===== src/rtl/pwp_pkg.sv =====
package pwp_pkg;
   typedef enum logic [1:0] {COMP_R = 2'd0, COMP_G = 2'd1, COMP_B = 2'd2} comp_e;
   typedef enum logic [1:0] {SEL_ADDR = 2'd0, SEL_DATA = 2'd1, SEL_CTRL = 2'd2, SEL_NONE = 2'd3} sel_e;
endpackage


===== src/rtl/pwp_byte_queue.sv =====
module pwp_byte_queue #(
   parameter int COMP_W = 8,
   parameter int WORD_W = 32,
   localparam int LANES = WORD_W / COMP_W,
   localparam int CNT_W = $clog2(LANES + 1)
)(
   input  logic              clk,
   input  logic              rst_n,
   input  logic              load,
   input  logic [CNT_W-1:0]  load_cnt,
   input  logic [WORD_W-1:0] load_word,
   output logic              valid,
   output logic [COMP_W-1:0] head
);
   logic [WORD_W-1:0] shreg;
   logic [CNT_W-1:0]  cnt;

   always_ff @(posedge clk) begin
      if (!rst_n) begin
         shreg <= '0;
         cnt   <= '0;
      end else if (load) begin
         shreg <= load_word;
         cnt   <= load_cnt;
      end else if (cnt != '0) begin
         shreg <= shreg << COMP_W;
         cnt   <= cnt - CNT_W'(1);
      end
   end

   assign valid = (cnt != '0);
   assign head  = shreg[WORD_W-1 -: COMP_W];
endmodule


===== src/rtl/pwp_cursor.sv =====
module pwp_cursor
   import pwp_pkg::*;
#(
   parameter int IDX_W = 8
)(
   input  logic             clk,
   input  logic             rst_n,
   input  logic             set,
   input  logic [IDX_W-1:0] set_idx,
   input  logic             step,
   output logic [IDX_W-1:0] idx,
   output comp_e            comp
);
   always_ff @(posedge clk) begin
      if (!rst_n) begin
         idx  <= '0;
         comp <= COMP_R;
      end else if (set) begin
         idx  <= set_idx;
         comp <= COMP_R;
      end else if (step) begin
         unique case (comp)
            COMP_R:  comp <= COMP_G;
            COMP_G:  comp <= COMP_B;
            default: begin
               comp <= COMP_R;
               idx  <= idx + IDX_W'(1);
            end
         endcase
      end
   end
endmodule


===== src/rtl/pwp_ctrl_regs.sv =====
module pwp_ctrl_regs #(
   parameter int             IDX_W     = 8,
   parameter int             COMP_W    = 8,
   parameter int             MASK_SLOT = 4,
   parameter int             CMD_SLOT  = 6,
   parameter logic [COMP_W-1:0] MASK_INIT = '1,
   parameter logic [COMP_W-1:0] CMD_INIT  = 8'h73
)(
   input  logic              clk,
   input  logic              rst_n,
   input  logic              slot_wr,
   input  logic [IDX_W-1:0]  slot_val,
   input  logic              reg_wr,
   input  logic [COMP_W-1:0] reg_val,
   output logic [COMP_W-1:0] mask_q,
   output logic [COMP_W-1:0] cmd_q
);
   localparam logic [IDX_W-1:0] MASK_IDX = IDX_W'(MASK_SLOT);
   localparam logic [IDX_W-1:0] CMD_IDX  = IDX_W'(CMD_SLOT);

   logic [IDX_W-1:0] slot_q;

   always_ff @(posedge clk) begin
      if (!rst_n) begin
         slot_q <= '0;
         mask_q <= MASK_INIT;
         cmd_q  <= CMD_INIT;
      end else begin
         if (slot_wr) slot_q <= slot_val;
         if (reg_wr && slot_q == MASK_IDX) mask_q <= reg_val;
         if (reg_wr && slot_q == CMD_IDX)  cmd_q  <= reg_val;
      end
   end
endmodule


===== src/rtl/palette_write_port.sv =====
module palette_write_port
   import pwp_pkg::*;
#(
   parameter int IDX_W     = 8,
   parameter int COMP_W    = 8,
   parameter int WORD_W    = 32,
   parameter bit PACKED    = 1'b1,
   parameter int MASK_SLOT = 4,
   parameter int CMD_SLOT  = 6,
   parameter logic [COMP_W-1:0] MASK_INIT = '1,
   parameter logic [COMP_W-1:0] CMD_INIT  = 8'h73
)(
   input  logic              clk,
   input  logic              rst_n,
   input  logic              host_wr,
   input  logic [1:0]        host_sel,
   input  logic [WORD_W-1:0] host_data,
   output logic              host_ready,
   output logic              pal_we,
   output logic [IDX_W-1:0]  pal_idx,
   output logic [1:0]        pal_comp,
   output logic [COMP_W-1:0] pal_byte,
   output logic [COMP_W-1:0] read_mask,
   output logic [COMP_W-1:0] command
);
   localparam int LANES = WORD_W / COMP_W;
   localparam int CNT_W = $clog2(LANES + 1);

   generate
      if (WORD_W % COMP_W != 0) begin : g_bad_lanes
         $error("WORD_W must be a whole number of components");
      end
      if (IDX_W < 3 || MASK_SLOT == CMD_SLOT) begin : g_bad_slots
         $error("control slots must be distinct and addressable");
      end
      if (MASK_SLOT >= (1 << IDX_W) || CMD_SLOT >= (1 << IDX_W)) begin : g_bad_range
         $error("control slot outside the index range");
      end
   endgenerate

   logic              accept;
   logic [COMP_W-1:0] lane_byte;
   logic [WORD_W-1:0] q_word;
   logic [CNT_W-1:0]  q_cnt;
   logic              q_valid;
   comp_e             cur_comp;

   assign accept = host_wr && host_ready;

   generate
      if (PACKED) begin : g_packed
         assign lane_byte = host_data[COMP_W-1:0];
         assign q_word    = host_data;
         assign q_cnt     = CNT_W'(LANES);
      end else begin : g_single
         assign lane_byte = host_data[WORD_W-1 -: COMP_W];
         assign q_word    = WORD_W'(lane_byte) << (WORD_W - COMP_W);
         assign q_cnt     = CNT_W'(1);
      end
   endgenerate

   pwp_byte_queue #(.COMP_W(COMP_W), .WORD_W(WORD_W)) u_queue (
      .clk       (clk),
      .rst_n     (rst_n),
      .load      (accept && host_sel == SEL_DATA),
      .load_cnt  (q_cnt),
      .load_word (q_word),
      .valid     (q_valid),
      .head      (pal_byte)
   );

   pwp_cursor #(.IDX_W(IDX_W)) u_cursor (
      .clk     (clk),
      .rst_n   (rst_n),
      .set     (accept && host_sel == SEL_ADDR),
      .set_idx (lane_byte[IDX_W-1:0]),
      .step    (q_valid),
      .idx     (pal_idx),
      .comp    (cur_comp)
   );

   pwp_ctrl_regs #(
      .IDX_W(IDX_W), .COMP_W(COMP_W), .MASK_SLOT(MASK_SLOT), .CMD_SLOT(CMD_SLOT),
      .MASK_INIT(MASK_INIT), .CMD_INIT(CMD_INIT)
   ) u_ctrl (
      .clk      (clk),
      .rst_n    (rst_n),
      .slot_wr  (accept && host_sel == SEL_ADDR),
      .slot_val (lane_byte[IDX_W-1:0]),
      .reg_wr   (accept && host_sel == SEL_CTRL),
      .reg_val  (lane_byte),
      .mask_q   (read_mask),
      .cmd_q    (command)
   );

   assign host_ready = !q_valid;
   assign pal_we     = q_valid;
   assign pal_comp   = cur_comp;
endmodule


===== config.mk =====
export PLATFORM = sky130hd
export DESIGN_NAME = palette_write_port
export DESIGN_NICKNAME = d
export VERILOG_FILES = /design/src/rtl/pwp_pkg.sv /design/src/rtl/pwp_byte_queue.sv /design/src/rtl/pwp_cursor.sv /design/src/rtl/pwp_ctrl_regs.sv /design/src/rtl/palette_write_port.sv
export SDC_FILE = /design/constraint.sdc
export NUM_CORES = 1
export LEC_CHECK = 0
export BUFFER_PORTS_ARGS = -buffer_cell sky130_fd_sc_hd__buf_2
export CORE_UTILIZATION = 30
export CTS_BUF_LIST = sky130_fd_sc_hd__clkbuf_16
export DETAILED_ROUTE_END_ITERATION = 10
export SYNTH_ARGS = -nofsm -noshare
export SYNTH_HDL_FRONTEND = slang
export SYNTH_HIERARCHICAL = 1
export SYNTH_SLANG_ARGS = --single-unit

===== constraint.sdc =====
create_clock -name clk -period 5.2 [get_ports clk]
set_input_delay 1.04 -clock clk [delete_from_list [all_inputs] [get_ports clk]]
set_output_delay 1.04 -clock clk [all_outputs]
set_load 0.1 [all_outputs]

==> flow_summary.json, run 1 <==
{
  "cp-start-kind": "register",
  "max_slew.worst_pin.slew_ns": 0.856,
  "die_area_mm2": 0.0109,
  "drt-initial-drc-count": 115,
  "path_clk_slew_ns": 0.06,
  "hold_buffers": 0,
  "synth_edf_count": 0,
  "syn-cell-area_mm2": 0.00316,
  "core_mm2": 0.0103,
  "ctsResizeCount": 0,
  "p_leak_nw": 1.50,
  "final_area_mm2": 0.00383,
  "rows": 37,
  "portBuffers": 72,
  "clk_path_buf_depth": 2,
  "max_freq_mhz": 334,
  "post_dp_cell_area_mm2": 0.00352,
  "setup_viol": 0,
  "hold_class": "register to register",
  "vias_per_cell": 4.81,
  "antenna_found_initial": 0,
  "fin_util": 0.372,
  "grt_max_degree": 63,
  "grt-ovfl-total": 0,
  "worst_hold_slack_ns": 0.457,
  "synth_top_cell_by_area": "dfxtp_1",
  "cp.arrival_ns": 1.96,
  "fin_crit_ns": 3.00,
  "grt_pass1_wl_mm": 12.4,
  "synth_ff_type": "dfxtp_1",
  "antennaDiodeCount": 0,
  "pin_count": 73,
  "cts_setup_buffers": 0,
  "worstSetupPathType": "register to primary output",
  "place_ws_ns": 2.48,
  "cp_max_fo": 39,
  "ys_warn_count": 6,
  "ir_drop_mv": 0.245,
  "grt_util_all_layers": 0.141,
  "num_vias": 2678,
  "root_buffer": "clkbuf_16",
  "area_growth_syn_to_layout_pct": 21.1,
  "cts_sinks": 69,
  "nets": 457,
  "async_flop_share": 0,
  "seq_area_frac_synth": 0.437,
  "synth.top_cell.area_share": 0.437,
  "critPathRequiredTime_ns": 4.16,
  "setup-tns-final_ns": 0,
  "setup_slack_ns": 2.20,
  "grt_pass1_vias": 2508,
  "drt-total-wl_mm": 7.44,
  "status": "completed",
  "synthCells": 362,
  "slew_headroom": 0.429,
  "most-common-layout-cells": "buf_2 (72), dfxtp_1 (69), nand2_1 (65), o21ai_0 (29), a31oi_1 (28)",
  "period_share": 0.576,
  "slew_viol_final": 0,
  "n_fill_cell": 1068,
  "initial_core_util": 0.307,
  "yosys-top-cells-area": "dfxtp_1 (44%), nand2_1 (7.7%), mux2i_1 (7.0%)",
  "die_h_um": 105,
  "cts_tree": "built",
  "wl_per_cell_um": 13.4,
  "maxCapViolations": 0,
  "gp_congestion": 0.790,
  "finalHoldViolCount": 0,
  "ant_nets": 0,
  "synth.avg_cell_area_um2": 8.73,
  "clock_latency_ns": 0.32,
  "end_kind": "primary output",
  "cts_max_level": 3,
  "ys_types": 45,
  "final.setup_skew_ns": 0.00769,
  "mostFrequentLayoutCell": "buf_2",
  "first_pass_iters": 4,
  "fp.dieW_um": 105,
  "drc": 0,
  "dpl.hpwl_mm": 4.92,
  "ys_ff_latch": 69,
  "rsz0062_at_grt": "no",
  "cts_buffers": 9,
  "power_density_mw_per_mm2": 504,
  "layout-drive-gt1-share": 0.240
}
[critical path: stages, from the launching register on]
cell      delay, ns
dfxtp_1        0.31
inv_1          0.10
ha_1           0.18
nor2b_2        0.22
clkinv_4       0.27
inv_1          0.12
buf_2          0.43
[cell type report]
cell class	count	area, um^2	share of cell area
multi-input cells	251	1540	0.403
clock buffers	9	225	0.0588
well taps	136	170	0.0445
repair buffers	75	383	0.100
flip-flops and latches	69	1380	0.361
inverters	11	46.3	0.0121
clock inverters	6	80.1	0.0209
[registers in the layout, summed over array words and instances (netlist names)]
name	flops
u_queue/shreg	32
u_ctrl/cmd_q	8
u_ctrl/mask_q	8
u_ctrl/slot_q	8
u_cursor/idx	8
u_queue/cnt	3
u_cursor/comp	2
[synthesized netlist by cell type, types with 3 or more instances]
library cell and n:
dfxtp_1 69, nand2_1 65, o21ai_0 29, a31oi_1 28, nor2b_1 24, mux2i_1 22, clkbuf_1 15, nand3_1 13
buf_4 11, inv_1 9, a21boi_1 5, o21ai_1 5, or3_1 5, a21oi_1 4, buf_6 4, nor2_1 4
nor3_1 4, a21boi_0 3, ha_1 3, o211a_1 3, o211ai_1 3, o31ai_1 3
[path summary, 6_finish.rpt]
| kind | startpoint | to | slack, ns | cells after the start |
|---|---|---|---|---|
| max | u_queue/cnt[0]$_SDFFE_PN0P_ | host_ready | 2.20 | 6 |
| min | u_ctrl/cmd_q[2]$_SDFFE_PN0P_ | u_ctrl/cmd_q[2]$_SDFFE_PN0P_ | 0.46 | 2 |
| max reg2reg | u_queue/cnt[0]$_SDFFE_PN0P_ | u_ctrl/mask_q[2]$_SDFFE_PN1P_ | 2.45 | 8 |
| min reg2reg | u_ctrl/cmd_q[2]$_SDFFE_PN0P_ | u_ctrl/cmd_q[2]$_SDFFE_PN0P_ | 0.46 | 2 |
[cells by family after synthesis]
| group | Yosys count | synth area share |
|---|---|---|
| simple gates | 134 | 0.227 |
| compound gates | 87 | 0.171 |
| flops | 69 | 0.437 |
| buf+inv | 43 | 0.0760 |
| mux | 22 | 0.0697 |
| fa+ha+maj | 3 | 0.0119 |
| other cells | 2 | 0.00238 |
| xor+xnor | 2 | 0.00555 |
[metrics by stage]
| stage | cells | total power, mW |
|---|---|---|
| 6_report | 557 | 1.93 |
| 5_1_grt | 557 | 2.03 |
| 4_1_cts | 557 | 1.94 |
| 3_5_place_dp | 542 | 1.32 |
| 3_3_place_gp | 542 | 1.30 |
| 2_1_floorplan | 363 | 1.25 |
[per-layer routing]
metal  vias to the layer above  GRT usage  routed length [um]
met4                         0     0.0302                  36
li1                       1365          -                   -
met3                         5     0.0462                 510
met5                         -          0                   0
met1                      1226      0.192                3690
met2                        82      0.217                3200
[where the power goes]
group          internal, mW  switching (mW)  leakage, nW
Clock                 0.412           0.215        0.150
Sequential            0.590          0.0449        0.560
Combinational         0.141           0.526        0.786
No activity file was read; power rests on OpenSTA's default activity.
==> run 2, diff against run 1 <==
==> constraint.sdc (replaced) <==
create_clock -name clk -period 2.6 [get_ports clk]
set_input_delay 0.52 -clock clk [delete_from_list [all_inputs] [get_ports clk]]
set_output_delay 0.52 -clock clk [all_outputs]
set_load 0.1 [all_outputs]
==> flow_summary.json, run 2 (synthesis results as in run 1) <==
{
  "status": "completed",
  "worstSetupPathType": "register to primary output",
  "grt_util_all_layers": 0.141,
  "crit_path_cell_trace": "inv_1 -> ha_1 -> nor2b_2 -> clkinv_4 -> buf_4 -> clkbuf_4",
  "cts_buffers": 9,
  "area_growth_syn_to_layout_pct": 24.4,
  "power_density_mw_per_mm2": 1040,
  "grt_max_degree": 63,
  "fin_util": 0.382,
  "drc": 0,
  "regMostFlops": "u_queue/shreg",
  "antennaDiodeCount": 0,
  "ant_nets": 0,
  "wl_met2_mm": 3.10,
  "vias_per_cell": 4.75,
  "wl_per_cell_um": 13.1,
  "nets": 462,
  "grt-ovfl-total": 0,
  "num_vias": 2674,
  "portBuffers": 72,
  "cts_max_level": 3,
  "end_kind": "primary output",
  "most-common-layout-cells": "buf_2 (70), dfxtp_1 (69), nand2_1 (65), o21ai_0 (29), a31oi_1 (28)",
  "mostFrequentLayoutCell": "buf_2",
  "ir_drop_mv": 0.516,
  "n_fill_cell": 1078,
  "setup-tns-final_ns": 0,
  "setup_viol": 0,
  "pin_count": 73,
  "max_stage_delay_ns": 0.42,
  "r2r-start": "u_queue/cnt[0]$_SDFFE_PN0P_",
  "dr.max_layer_used": "met4",
  "fin_crit_ns": 2.46,
  "crit_start": "u_queue/cnt[0]$_SDFFE_PN0P_",
  "cp-start-kind": "register",
  "path_clk_slew_ns": 0.05,
  "fp.dieW_um": 105,
  "largest_register_ff_count": 32,
  "grt_pass1_wl_mm": 12.4,
  "wl_met1_mm": 3.70,
  "cp_max_fo": 36,
  "worst_hold_startpoint": "u_ctrl/cmd_q[7]$_SDFFE_PN0P_",
  "initial_core_util": 0.307,
  "p_leak_nw": 1.55,
  "clk_path_buf_depth": 2,
  "max_slew.worst_pin.slew_ns": 0.858,
  "drt-initial-drc-count": 159,
  "critPathRequiredTime_ns": 2.08,
  "antenna_found_initial": 0,
  "maxCapViolations": 0,
  "cts_tree": "built",
  "period_share": 0.946,
  "layout-drive-gt1-share": 0.258,
  "finalHoldViolCount": 0,
  "die_h_um": 105,
  "regToRegSetupSlack_ns": 0.20,
  "rows": 37,
  "gp_congestion": 0.738,
  "die_area_mm2": 0.0109,
  "hold_class": "register to register",
  "cp.arrival_ns": 1.94,
  "slew_viol_final": 0,
  "wl_met3_um": 502,
  "final.setup_skew_ns": 0.00481,
  "cts_setup_buffers": 0,
  "grt_pass1_vias": 2562,
  "slowest_stage": "clkbuf_4",
  "dpl.hpwl_mm": 5.12,
  "root_buffer": "clkbuf_16",
  "max_freq_mhz": 406,
  "rsz0062_at_grt": "no",
  "first_pass_iters": 4,
  "cts_sinks": 69,
  "slew_headroom": 0.427,
  "clock_latency_ns": 0.33,
  "drt-total-wl_mm": 7.36,
  "core_mm2": 0.0103
}
run 2: power by group:
group / switching [mW] / total [mW] / internal [mW]
Combinational: 1.06 / 1.40 / 0.344
Clock: 0.469 / 1.41 / 0.943
Sequential: 0.0866 / 1.27 / 1.18
run 2: final cells by class:
| class | count | area, um^2 | area share |
|---|---|---|---|
| clock inverters | 7 | 121 | 0.0309 |
| repair buffers | 80 | 438 | 0.111 |
| well taps | 136 | 170 | 0.0433 |
| multi-input cells | 251 | 1550 | 0.394 |
| flip-flops and latches | 69 | 1380 | 0.352 |
| clock buffers | 9 | 225 | 0.0573 |
| inverters | 11 | 46.3 | 0.0118 |
run 2: metal layers:
metal / track usage / up-vias
met2: 0.212 / 78
met4: 0.0423 / 0
li1: - / 1378
met1: 0.189 / 1210
met3: 0.0474 / 8
met5: 0 / -
run 2: metrics by stage:
stage | instances | instance area [um^2] | power, mW | setup WS, ns | hold WS (ns)
finish | 563 | 3930 | 4.08 | 0.140 | 0.460
global route | 563 | 3930 | 4.27 | 0.00471 | 0.470
CTS | 563 | 3920 | 4.11 | 0.0358 | 0.463
detailed placement | 547 | 3570 | 2.69 | 0.138 | 0.453
global placement | 547 | 3570 | 2.67 | 0.224 | 0.447
floorplan | 363 | 3160 | 2.49 | 0.00781 | 0.447
run 2: path summary, 6_finish.rpt:
check                                  endpoint  depth (start not counted)
hold / removal     u_ctrl/cmd_q[7]$_SDFFE_PN0P_                          2
setup / recovery                         pal_we                          6
hold reg to reg    u_ctrl/cmd_q[7]$_SDFFE_PN0P_                          2
setup reg to reg  u_ctrl/mask_q[3]$_SDFFE_PN1P_                          8
run 2: critical path, delay by kind of cell, from the launching register on:
family | cells | cell delay (ns)
buffers and inverters | 4 | 0.88
DFF | 1 | 0.33
adders and majority gates | 1 | 0.22
and+or+nand+nor | 1 | 0.18
run 2: repair_timing:
item,in CTS,in global routing
gates resized for setup,0,2
endpoints found under the setup margin,0,4
hold buffers,0,0
==> run 3, diff against run 2 <==
--- a/config.mk
+++ b/config.mk
@@ -6,10 +6,10 @@
 export NUM_CORES = 1
 export LEC_CHECK = 0
 export BUFFER_PORTS_ARGS = -buffer_cell sky130_fd_sc_hd__buf_2
+export CAP_MARGIN = 40
 export CORE_UTILIZATION = 30
 export CTS_BUF_LIST = sky130_fd_sc_hd__clkbuf_16
 export DETAILED_ROUTE_END_ITERATION = 10
 export SYNTH_ARGS = -nofsm -noshare
 export SYNTH_HDL_FRONTEND = slang
-export SYNTH_HIERARCHICAL = 1
 export SYNTH_SLANG_ARGS = --single-unit
==> flow_summary.json, run 3 <==
{
  "fp.dieW_um": 101,
  "root_buffer": "clkbuf_16",
  "p_leak_nw": 1.54,
  "grt_pass1_vias": 2339,
  "min_to": "u_queue.shreg[31]$_SDFFE_PN0P_",
  "cp-start-kind": "register",
  "synthCells": 340,
  "reg2reg_depth": 6,
  "initial_core_util": 0.314,
  "cts_max_level": 3,
  "rsz0062_at_grt": "no",
  "ctsResizeCount": 0,
  "ant_nets": 0,
  "pwr-share-clk": 0.362,
  "slew_headroom": 0.624,
  "cts_tree": "built",
  "comb_power_share": 0.321,
  "r2r-end": "u_ctrl.mask_q[2]$_SDFFE_PN1P_",
  "crit_path_cell_trace": "inv_1 -> ha_1 -> ha_2 -> inv_2 -> buf_2",
  "setup_viol": 0,
  "nets": 438,
  "grt_util_all_layers": 0.149,
  "grt_pass1_wl_mm": 11.7,
  "setup-tns-final_ns": 0,
  "critPathTopFamily": "buffers and inverters",
  "wl_per_cell_um": 14.1,
  "status": "completed",
  "largest_register_ff_count": 32,
  "max_slew.worst_pin.slew_ns": 0.562,
  "setup_slack_ns": 0.378,
  "synth.most_common_cell": "dfxtp_1",
  "sw_frac_of_total": 0.372,
  "critPathRequiredTime_ns": 2.08,
  "max_stage_delay_ns": 0.42,
  "power_density_mw_per_mm2": 1030,
  "p_total_mw": 3.82,
  "antenna_found_initial": 0,
  "async_flop_share": 0,
  "cp_max_fo": 13,
  "pin_count": 73,
  "dpl.hpwl_mm": 5.01,
  "hold_buffers": 0,
  "ys_types": 37,
  "gp_congestion": 0.745,
  "layout-drive-gt1-share": 0.251,
  "cp.arrival_ns": 1.70,
  "synth.top_cell.area_share": 0.469,
  "syn-cell-area_mm2": 0.00294,
  "antennaDiodeCount": 0,
  "grt_max_degree": 52,
  "drt-total-wl_mm": 7.48,
  "clock_latency_ns": 0.32,
  "ys_ff_latch": 69,
  "finalHoldViolCount": 0,
  "post_dp_cell_area_mm2": 0.00338,
  "end_kind": "primary output",
  "worst_hold_slack_ns": 0.442,
  "first_pass_iters": 4,
  "slowest_stage": "buf_2",
  "maxCapViolations": 0,
  "max_freq_mhz": 450,
  "final.setup_skew_ns": 0.00798,
  "worstSetupPathType": "register to primary output",
  "synthesis.nets": 381,
  "drc": 0,
  "yosys-top-cells-area": "dfxtp_1 (47%), a21oi_1 (7.6%), mux2i_1 (6.5%)",
  "worst_hold_startpoint": "host_data[31]",
  "regToRegSetupSlack_ns": 0.62,
  "regMostFlops": "u_queue.shreg",
  "rows": 35,
  "worst-path-buf-inv": 3,
  "ys_warn_count": 0,
  "vias_per_cell": 4.93,
  "die_area_mm2": 0.0102,
  "synth_commonest_cells": "dfxtp_1 (69), a21oi_1 (45), nand2_1 (41), nand3_1 (35), nor2_1 (27)",
  "synth_edf_count": 0,
  "clk_path_buf_depth": 2,
  "hold_depth": 3,
  "period_share": 0.855,
  "intPower_mw": 2.40,
  "core_mm2": 0.00937,
  "cts_buffers": 9,
  "seqPwrFrac": 0.318,
  "fin_crit_ns": 2.22,
  "path_clk_slew_ns": 0.05,
  "synth.avg_cell_area_um2": 8.66,
  "p_switching_mw": 1.42,
  "seq_area_frac_synth": 0.469,
  "most-common-layout-cells": "buf_2 (71), dfxtp_1 (69), a21oi_1 (45), nand2_1 (41), nand3_1 (35)",
  "num_vias": 2619,
  "synth_ff_type": "dfxtp_1",
  "mostFrequentLayoutCell": "buf_2",
  "place_ws_ns": 0.584,
  "final_area_mm2": 0.00372,
  "synth_top_cell_by_area": "dfxtp_1",
  "grt-ovfl-total": 0,
  "cts_setup_buffers": 0,
  "die_h_um": 101,
  "ir_drop_mv": 0.401,
  "hold_class": "input port to register",
  "area_growth_syn_to_layout_pct": 26.4,
  "drt-initial-drc-count": 144,
  "r2r-start": "u_queue.cnt[0]$_SDFFE_PP0P_",
  "cts_sinks": 69,
  "portBuffers": 72,
  "slew_viol_final": 0
}
## run 3: final cells by class
cell class              instances  area [um^2]
clock buffers                   9          225
clock inverters                 7          113
fillers                       986         5650
inverters                       8         30.0
multi-input cells             229         1360
flip-flops and latches         69         1380
well taps                     129          161
repair buffers                 80          448
## run 3: per-stage QoR
step / std cells / utilization
2_1_floorplan: 340 / -
3_3_place_gp: 515 / 0.361
3_5_place_dp: 515 / 0.361
4_1_cts: 531 / 0.397
5_1_grt: 531 / 0.397
6_report: 531 / 0.397
## run 3: worst max-delay path by stage
| stage | cells past startpoint | start | slack, ns | to |
|---|---|---|---|---|
| 2_1_floorplan | 6 | u_queue.cnt[0]$_SDFFE_PP0P_ | 0.02 | pal_we |
| 3_3_place_gp | 6 | u_queue.cnt[0]$_SDFFE_PP0P_ | 0.66 | u_ctrl.mask_q[3]$_SDFFE_PN1P_ |
| 3_5_place_dp | 6 | u_queue.cnt[0]$_SDFFE_PP0P_ | 0.58 | u_ctrl.mask_q[7]$_SDFFE_PN1P_ |
| 4_1_cts | 5 | u_queue.cnt[0]$_SDFFE_PP0P_ | 0.35 | pal_we |
| 5_1_grt | 5 | u_queue.cnt[0]$_SDFFE_PP0P_ | 0.26 | pal_we |
| 6_report | 5 | u_queue.cnt[0]$_SDFFE_PP0P_ | 0.38 | pal_we |
## run 3: power by group through the flow
stage	logic [mW]	registers, mW	clock network (mW)
finish	1.22	1.21	1.38
global route	1.31	1.23	1.45
CTS	1.23	1.21	1.40
detailed placement	1.23	1.24	0
global placement	1.22	1.23	0
floorplan	0.812	1.38	0
## run 3: kinds of logic after synthesis
group                      share of synthesized area
buffers and inverters                         0.0688
AOI/OAI and AO/OA                              0.172
xor gates and xnor gates                     0.00893
and+or+nand+nor                                0.199
adders and majority gates                     0.0170
muxes                                         0.0646
DFF                                            0.469
## run 3: tightest hold or removal path, delay by kind of cell
| family | cells | cell delay (ns) |
|---|---|---|
| and+or+nand+nor | 1 | 0.05 |
| AOI/OAI and AO/OA | 1 | 0.05 |
| buffers and inverters | 1 | 0.09 |
## run 3: per-layer routing
metal / global-route usage / share of wire / up-vias / wire [um]
met5: 0 / 0 / - / 0
met4: 0.0468 / 0.0094 / 0 / 70
met3: 0.0305 / 0.037 / 4 / 276
met2: 0.238 / 0.50 / 44 / 3710
met1: 0.200 / 0.46 / 1254 / 3420
li1: - / - / 1317 / -
